==> src/rtl/ics_pkg.sv <==
package ics_pkg;
  localparam int unsigned ST_W   = 2;
  localparam int unsigned WAKE_W = 2;
  localparam int unsigned CMD_W  = 2;

  typedef enum logic [ST_W-1:0] {
    ST_IDLE   = 2'd0,
    ST_OUT    = 2'd1,
    ST_CTL    = 2'd2,
    ST_IN     = 2'd3
  } state_e;

  localparam logic [WAKE_W-1:0] WK_CTL  = 2'd0;
  localparam logic [WAKE_W-1:0] WK_INS  = 2'd1;
  localparam logic [WAKE_W-1:0] WK_IDAT = 2'd2;
  localparam logic [WAKE_W-1:0] WK_ODAT = 2'd3;

  localparam logic [CMD_W-1:0] CMD_NONE = 2'd0;
  localparam logic [CMD_W-1:0] CMD_OUT  = 2'd1;
  localparam logic [CMD_W-1:0] CMD_IN   = 2'd2;
  localparam logic [CMD_W-1:0] CMD_CTL  = 2'd3;

  typedef struct packed {
    logic              strobe;
    logic [CMD_W-1:0]  cmd;
    logic              ack;
    logic              in_req;
    logic              out_req;
  } req_t;

  typedef struct packed {
    logic              valid;
    logic [WAKE_W-1:0] code;
  } wake_t;
endpackage

==> src/rtl/ics_in_cond.sv <==
module ics_in_cond
  import ics_pkg::*;
(
  input  logic             strobe_ni,
  input  logic [CMD_W-1:0] cmd_ni,
  input  logic             ack_ni,
  input  logic             in_req_ni,
  input  logic             out_req_ni,
  output req_t             req_o
);
  always_comb begin
    req_o.strobe  = ~strobe_ni;
    req_o.cmd     = ~cmd_ni;
    req_o.ack     = ~ack_ni;
    req_o.in_req  = ~in_req_ni;
    req_o.out_req = ~out_req_ni;
  end
endmodule

==> src/rtl/ics_next.sv <==
module ics_next
  import ics_pkg::*;
(
  input  state_e cur_i,
  input  req_t   req_i,
  output state_e nxt_o,
  output wake_t  wake_o
);
  always_comb begin
    nxt_o  = cur_i;
    wake_o = '0;
    unique case (cur_i)
      ST_IDLE: begin
        if (req_i.strobe) begin
          unique case (req_i.cmd)
            CMD_CTL: begin nxt_o = ST_CTL; wake_o = '{valid: 1'b1, code: WK_CTL}; end
            CMD_IN:  begin nxt_o = ST_IN;  wake_o = '{valid: 1'b1, code: WK_INS}; end
            CMD_OUT: nxt_o = ST_OUT;
            default: nxt_o = ST_IDLE;
          endcase
        end else if (req_i.in_req) begin
          wake_o = '{valid: 1'b1, code: WK_IDAT};
        end else if (req_i.out_req) begin
          wake_o = '{valid: 1'b1, code: WK_ODAT};
        end
      end
      ST_OUT: if (!req_i.strobe) nxt_o = ST_IDLE;
      ST_IN, ST_CTL: begin
        // request persists until acknowledged after strobe release
        if (!req_i.strobe && req_i.ack) begin
          nxt_o = ST_IDLE;
        end else begin
          wake_o.valid = 1'b1;
          wake_o.code  = (cur_i == ST_IN) ? WK_INS : WK_CTL;
        end
      end
      default: nxt_o = ST_IDLE;
    endcase
  end
endmodule

==> src/rtl/ics_out_reg.sv <==
module ics_out_reg
  import ics_pkg::*;
(
  input  logic              clk_i,
  input  logic              rst_ni,
  input  state_e            nxt_i,
  input  wake_t             wake_i,
  output state_e            cur_o,
  output logic              valid_o,
  output logic [WAKE_W-1:0] code_o,
  output logic [WAKE_W-1:0] sched_o
);
  logic [WAKE_W-1:0] stored_n_q;

  always_ff @(posedge clk_i or negedge rst_ni) begin
    if (!rst_ni) begin
      cur_o      <= ST_IDLE;
      valid_o    <= 1'b0;
      code_o     <= '0;
      stored_n_q <= '1;
    end else begin
      cur_o      <= nxt_i;
      valid_o    <= wake_i.valid;
      code_o     <= wake_i.code;
      stored_n_q <= wake_i.valid ? ~wake_i.code : '1;
    end
  end

  // low bit flipped back to true polarity on the way out
  always_comb begin
    sched_o    = stored_n_q;
    sched_o[0] = ~stored_n_q[0];
  end
endmodule

==> src/rtl/ics_cmd_seq.sv <==
module ics_cmd_seq
  import ics_pkg::*;
(
  input  logic       clk_i,
  input  logic       rst_ni,
  input  logic       strobe_ni,
  input  logic [1:0] cmd_ni,
  input  logic       ack_ni,
  input  logic       in_req_ni,
  input  logic       out_req_ni,
  output logic [1:0] state_o,
  output logic       wake_valid_o,
  output logic [1:0] wake_code_o,
  output logic [1:0] wake_sched_o
);
  req_t   req;
  state_e cur, nxt;
  wake_t  wake;

  ics_in_cond u_in (
    .strobe_ni (strobe_ni),
    .cmd_ni    (cmd_ni),
    .ack_ni    (ack_ni),
    .in_req_ni (in_req_ni),
    .out_req_ni(out_req_ni),
    .req_o     (req)
  );

  ics_next u_next (
    .cur_i (cur),
    .req_i (req),
    .nxt_o (nxt),
    .wake_o(wake)
  );

  ics_out_reg u_reg (
    .clk_i  (clk_i),
    .rst_ni (rst_ni),
    .nxt_i  (nxt),
    .wake_i (wake),
    .cur_o  (cur),
    .valid_o(wake_valid_o),
    .code_o (wake_code_o),
    .sched_o(wake_sched_o)
  );

  assign state_o = cur;
endmodule

==> config.mk <==
export PLATFORM = sky130hd
export DESIGN_NAME = ics_cmd_seq
export DESIGN_NICKNAME = d
export VERILOG_FILES = /design/src/rtl/ics_pkg.sv /design/src/rtl/ics_in_cond.sv /design/src/rtl/ics_next.sv /design/src/rtl/ics_out_reg.sv /design/src/rtl/ics_cmd_seq.sv
export SDC_FILE = /design/constraint.sdc
export NUM_CORES = 1
export LEC_CHECK = 0
export BUFFER_PORTS_ARGS = -buffer_cell sky130_fd_sc_hd__buf_4
export CORE_AREA = 4 4 41 43
export DETAILED_ROUTE_END_ITERATION = 10
export DIE_AREA = 0 0 45 47
export PLACE_DENSITY_LB_ADDON = 0.08
export SYNTH_ARGS = -nofsm -noshare
export SYNTH_HDL_FRONTEND = slang
export SYNTH_SLANG_ARGS = --single-unit
==> constraint.sdc <==
create_clock -name clk_i -period 2.5 [get_ports clk_i]
set_clock_uncertainty 0.2 [all_clocks]
set_input_delay 0.5 -clock clk_i [delete_from_list [all_inputs] [get_ports clk_i]]
set_output_delay 0.5 -clock clk_i [all_outputs]
set_load 0.005 [all_outputs]
---- Word level (Yosys, flattened, before mapping) ----
Index checks and enable logic that the tools add are counted.
operators by class
  equal/unequal tests ..................... 9
  multiplexer cells ....................... 13
  bitwise gates (word level) .............. 4
  reduce and logical (&&, ||, !) cells .... 4
operators with widths
  operator              count
  $mux W3               4
  $pmux W2 S3           2
  $pmux W3 S2           2
  $eq A2 B2 Y1 const B  4
  $mux W2               4
  $eq A2 B1 Y1 const B  2
  $ne A2 B2 Y1 const B  2
  $not A2 Y2            2
  $reduce_and A3 Y1     1
  $logic_not A2 Y1      1
  $ne A2 B1 Y1 const B  1
  $not A1 Y1            2
  $reduce_or A2 Y1      1
  $logic_and A1 B1 Y1   1
  $mux W1               1
storage, ports and cells
  register bits after elaboration ......... 7
  input port bits ......................... 8
  output and inout bits ................... 7
  word-level logic and storage cells ...... 34

---- Logic depth before layout (Yosys ltp) ----
  word-level depth ........................ 7
  gate-level depth with buffers ........... 4
  depth with buffers taken out ............ 4

---- By module ----
From an unflattened synthesis, not the netlist that was laid out.
second synthesis, totals
  cells, all modules ...................... 36
  area, all modules ....................... 352.8 µm²
modules (own cells, without submodules)
  module       instances  cells an instance  area each (µm²)  sequential area each (µm²)
  ics_out_reg  1          11                 196.4            177.7
  ics_next     1          19                 133.9            0.0
  ics_in_cond  1          6                  22.5             0.0

---- Least setup slack after synthesis ----
OpenSTA, ideal clock, no wires.
  path type ............................... input-to-reg
  start point ............................. input cmd_ni[1]
  end point ............................... register u_reg.valid_o
  setup time .............................. 0.116 ns
  arrival ................................. 0.981 ns
  required time ........................... 2.184 ns
  slack ................................... 1.204 ns
  cell stages on the path ................. 4
  path buffers ............................ 0
  cells stage by stage .................... inv_1 ha_1 nor2_1 o311ai_0
RTL lines
  element               RTL line           RTL
  from (decl)           ics_cmd_seq.sv:7   input logic [1:0] cmd_ni,
  to (signal assigned)  ics_out_reg.sv:23  valid_o <= wake_i.valid;
  to (decl)             ics_out_reg.sv:9   output logic valid_o,

---- Worst setup path in the final report ----
  start point ............................. register u_reg.stored_n_q[0]
  end point ............................... output wake_sched_o[0]
on the way
  cells in the longest elaborated chain, start to end .. 1
ends and longest elaborated chain
  element                 RTL line           RTL
  from (decl)             ics_out_reg.sv:13  logic [WAKE_W-1:0] stored_n_q;
  from (signal assigned)  ics_out_reg.sv:25  stored_n_q <= wake_i.valid ? ~wake_i.code : '1;
  $not A1 Y1              ics_out_reg.sv:32  sched_o[0] = ~stored_n_q[0];
  to (decl)               ics_cmd_seq.sv:14  output logic [1:0] wake_sched_o
No other way between the ends.

==> report_table.html <==
<table>
<tr><th>Metric</th><th>Value</th></tr>
<tr><th colspan="2">Cells and area</th></tr>
<tr><td>Ratio of cells with drive above 1 in the final layout</td><td>around two fifths</td></tr>
<tr><td>Synthesis-to-finish area growth</td><td>46.9%</td></tr>
<tr><td>Count of filler cells inserted in the layout</td><td>around 140</td></tr>
<tr><td>Final net count</td><td>60</td></tr>
<tr><td>Ant diodes</td><td>0</td></tr>
<tr><td>Number of cells in the finished layout apart from fillers</td><td>64</td></tr>
<tr><td>Post-layout utilization of the core</td><td>36.7%</td></tr>
<tr><th colspan="2">Worst setup path</th></tr>
<tr><td>Source of the worst register-to-register timing path</td><td>u_reg.cur_o[0]$_DFFE_PN0P_</td></tr>
<tr><td>Capture instance of the worst register-to-register path</td><td>u_reg.valid_o$_DFF_PN0_</td></tr>
<tr><td>Critical path class</td><td>flop to output port</td></tr>
<tr><td>Data required time at the worst endpoint</td><td>around 1.8 ns</td></tr>
<tr><td>Worst setup slack for register-to-register paths</td><td>between 1 and 1.5 ns</td></tr>
<tr><td>CP startpoint kind</td><td>flop</td></tr>
<tr><td>Crit path max fanout</td><td>1</td></tr>
<tr><td>Number of cells on the worst reg-to-reg path</td><td>3</td></tr>
<tr><td>Type of destination of the critical path</td><td>output port</td></tr>
<tr><td>Arrival time of data at the critical path endpoint</td><td>0.91 ns</td></tr>
<tr><th colspan="2">Detailed routing</th></tr>
<tr><td>Pre-antenna DRT Iters</td><td>4</td></tr>
<tr><td>DRC marker count from the first detailed-route iteration</td><td>4</td></tr>
<tr><td>Total wire length</td><td>around 650 um</td></tr>
<tr><td>Mean routed wirelength per cell</td><td>roughly 10 um</td></tr>
<tr><td>Total vias in the final route</td><td>~280</td></tr>
<tr><td>Via count normalized by instance count</td><td>4.33</td></tr>
<tr><td>Remaining design rule violation count</td><td>0</td></tr>
<tr><td>Remaining antenna violation count after routing</td><td>0</td></tr>
<tr><th colspan="2">Timing</th></tr>
<tr><td>Period Utilization, post-route</td><td>64.2%</td></tr>
<tr><td>Clock period minus worst slack</td><td>1.61 ns</td></tr>
<tr><td>Worst-Margin Slew</td><td>0.275 ns</td></tr>
<tr><td>Headroom to the max-slew limit</td><td>81.4%</td></tr>
<tr><td>Final-report setup violation count</td><td>0</td></tr>
<tr><td>Setup total negative slack</td><td>0 ns</td></tr>
<tr><td>Slack of the critical path</td><td>approximately 0.89 ns</td></tr>
<tr><td>Setup repair after global routing missed its margin</td><td>no</td></tr>
<tr><td>Maximum operating frequency</td><td>a little over 600 MHz</td></tr>
<tr><td>Total count of hold-check failures in the final report</td><td>0</td></tr>
<tr><td>Final max-slew violation count</td><td>0</td></tr>
<tr><th colspan="2">Clocking</th></tr>
<tr><td>Clk slew on worst S/H paths</td><td>approximately 0.05 ns</td></tr>
<tr><td>Worst skew pair latency</td><td>0.24 ns</td></tr>
<tr><td>Number of buffers on the longest clock path</td><td>2</td></tr>
<tr><td>Number of clock sinks seen by CTS</td><td>7</td></tr>
<tr><td>TritonCTS clock tree</td><td>built</td></tr>
<tr><td>TritonCTS Buffers</td><td>3</td></tr>
<tr><td>PostCTS Resize Cnt</td><td>0</td></tr>
<tr><td>Max H-tree Level</td><td>1</td></tr>
<tr><td>CTS root buf</td><td>sky130_fd_sc_hd__clkbuf_4</td></tr>
<tr><th colspan="2">Power</th></tr>
<tr><td>Portion of total power attributed to sequential cells</td><td>47.2%</td></tr>
<tr><td>Total Power Consumption</td><td>334 uW</td></tr>
<tr><td>Combinational power share</td><td>23.9%</td></tr>
<tr><td>Leakage component of the power</td><td>0.000254 uW</td></tr>
<tr><td>Sw Pwr</td><td>85.8 uW</td></tr>
<tr><td>Maximum vdd ir drop</td><td>250 uV</td></tr>
<tr><td>Power Dens Cells</td><td>700 nW/um2</td></tr>
<tr><td>Share of power burned in the clock network</td><td>28.9%</td></tr>
<tr><td>Switching share of power</td><td>25.7%</td></tr>
<tr><td>Pint</td><td>249 uW</td></tr>
<tr><th colspan="2">Floorplan</th></tr>
<tr><td>Starting density of the core</td><td>25.0%</td></tr>
<tr><td>Floorplan die width</td><td>45 um</td></tr>
<tr><td>Core box area</td><td>1300 um2</td></tr>
<tr><td>Number of top-level design ports</td><td>15</td></tr>
<tr><td>Die Y</td><td>47 um</td></tr>
<tr><td>Std-Cell Rows</td><td>13</td></tr>
<tr><td>Area of the die</td><td>2120 um2</td></tr>
<tr><th colspan="2">Synthesis</th></tr>
<tr><td>Post-synthesis sequential element count</td><td>7</td></tr>
<tr><td>Synth top area cells</td><td>sky130_fd_sc_hd__dfrtp_1 38%, sky130_fd_sc_hd__dfstp_2 16%, sky130_fd_sc_hd__ha_1 7.7%</td></tr>
<tr><td>Post-synth design cell area</td><td>325 um2</td></tr>
<tr><td>Netlist cell types</td><td>15</td></tr>
<tr><td>Count of synthesis-stage warnings from yosys</td><td>0</td></tr>
<tr><td>Top cell type's share of synthesized area</td><td>between 30% and 40%</td></tr>
<tr><td>Mean Syn Cell Area</td><td>10.5 um2</td></tr>
<tr><td>Synthesized netlist net count</td><td>41</td></tr>
<tr><td>Seq/Total Area, Yosys</td><td>a little over half</td></tr>
<tr><td>Area leader, netlist</td><td>sky130_fd_sc_hd__dfrtp_1</td></tr>
<tr><td>Synth Instances</td><td>31</td></tr>
<tr><th colspan="2">Placement</th></tr>
<tr><td>Final GP Congestion</td><td>between 0.7 and 0.8</td></tr>
<tr><td>DP Cell Count</td><td>approximately 60</td></tr>
<tr><td>Post-place setup slack</td><td>1.04 ns</td></tr>
<tr><td>Total of buffers placed on input and output ports</td><td>14</td></tr>
<tr><td>HPWL Detailed</td><td>553 um</td></tr>
<tr><th colspan="2">Hold path</th></tr>
<tr><td>Min-Delay Path Depth</td><td>2</td></tr>
<tr><td>Start point of the worst min-delay path</td><td>strobe_ni</td></tr>
<tr><td>Hold Path End</td><td>u_reg.cur_o[1]$_DFFE_PN0P_</td></tr>
<tr><td>Path category of the worst min-delay check</td><td>input port to flop</td></tr>
<tr><th colspan="2">Outcome</th></tr>
<tr><td>Status</td><td>finished, final reports clean</td></tr>
<tr><th colspan="2">GRT</th></tr>
<tr><td>GRT Overall Usage</td><td>7.03%</td></tr>
<tr><td>Maximum number of pins on one net before global-route repair</td><td>9</td></tr>
<tr><td>Global route overflow</td><td>0</td></tr>
<tr><td>Initial antenna violation count</td><td>0</td></tr>
<tr><td>Number of global-route vias before repair</td><td>roughly 240</td></tr>
<tr><td>First-pass GRT wire length</td><td>966 um</td></tr>
<tr><th colspan="2">Flow run</th></tr>
<tr><td>Maximum Capacitance Violations</td><td>0</td></tr>
</table>
layout by cell type (no fill, tap or decap), drive strengths merged:
cell type	instances
clkbuf	4
o311ai	1
dfrtp	5
dfstp	2
nand2	4
mux2i	1
buf	14
nor2	3
nand2b	1
nand3	2
dlygate4sd3	1
o31a	1
ha	2
nor2b	1
a22o	1
inv	4
o31ai	2
layout make-up:
type                    instances  area [um2]  area share, %
clock buffers                   4        26.3           5.50
inverters                       4        15.0           3.14
repair buffers                 15         115           24.1
flip-flops and latches          7         178           37.2
multi-input cells              19         125           26.2
well taps                      15        18.8           3.93
sequential cells by signal (all words and copies together) (netlist names):
name	cells
u_reg.code_o	2
u_reg.cur_o	2
u_reg.stored_n_q	2
u_reg.valid_o	1
timing repair:
item / CTS / global route
hold endpoints to repair: 5 / 0
buffers inserted: 0 / 0
hold buffers: 1 / 0
synth_stat cells:
master	count
sky130_fd_sc_hd__a22o_1	1
sky130_fd_sc_hd__buf_4	1
sky130_fd_sc_hd__dfrtp_1	5
sky130_fd_sc_hd__dfstp_2	2
sky130_fd_sc_hd__ha_1	2
sky130_fd_sc_hd__inv_1	4
sky130_fd_sc_hd__mux2i_1	1
sky130_fd_sc_hd__nand2_1	4
sky130_fd_sc_hd__nand2b_1	1
sky130_fd_sc_hd__nand3_1	2
sky130_fd_sc_hd__nor2_1	3
sky130_fd_sc_hd__nor2b_1	1
sky130_fd_sc_hd__o311ai_0	1
sky130_fd_sc_hd__o31a_1	1
sky130_fd_sc_hd__o31ai_1	2
critical path, cell delays in order, from the launching register on:
cell and delay, ns:
sky130_fd_sc_hd__dfstp_2 0.51, sky130_fd_sc_hd__inv_1 0.03, sky130_fd_sc_hd__buf_4 0.12
worst max path at each step:
stage / startpoint / slack [ns] / to
final: u_reg.stored_n_q[0]$_DFF_PN1_ / 0.89 / wake_sched_o[0]
after detailed placement: cmd_ni[1] / 1.04 / u_reg.valid_o$_DFF_PN0_
after CTS: u_reg.stored_n_q[0]$_DFF_PN1_ / 0.88 / wake_sched_o[0]
after floorplan: cmd_ni[1] / 1.20 / u_reg.valid_o$_DFF_PN0_
after global placement: cmd_ni[1] / 1.06 / u_reg.stored_n_q[0]$_DFF_PN1_
after global routing: u_reg.stored_n_q[0]$_DFF_PN1_ / 0.87 / wake_sched_o[0]
cell families after synthesis:
| logic type | share of synthesized area, % |
|---|---|
| AOI/OAI and AO/OA | 12.7 |
| adders and majority gates | 7.69 |
| buffers and inverters | 6.92 |
| DFF | 54.6 |
| muxes | 3.08 |
| and+or+nand+nor | 15.0 |
power by group through the flow:
stage | registers (uW) | clock network, uW | logic [uW]
2_1_floorplan | 157 | 0 | 31.7
3_3_place_gp | 157 | 0 | 80.0
3_5_place_dp | 160 | 0 | 80.5
4_1_cts | 158 | 100 | 81.9
5_1_grt | 160 | 107 | 91.2
6_report | 158 | 96.6 | 80.0
stage by stage:
stage | hold slack [ns] | instance area (um2)
floorplan | 0.00441 | 325
global placement | 0.113 | 442
detailed placement | 0.113 | 442
CTS | 0.292 | 478
global route | 0.294 | 478
finish | 0.301 | 478
metal layers:
metal / GRT usage [%] / routed length (um) / vias up
met2: 9.89 / 294 / 15
li1: - / - / 139
met1: 6.81 / 245 / 121
met4: 10.5 / 27 / 0
met5: 0 / 0 / -
met3: 2.30 / 78 / 2
No activity file was read; power rests on OpenSTA's default activity.
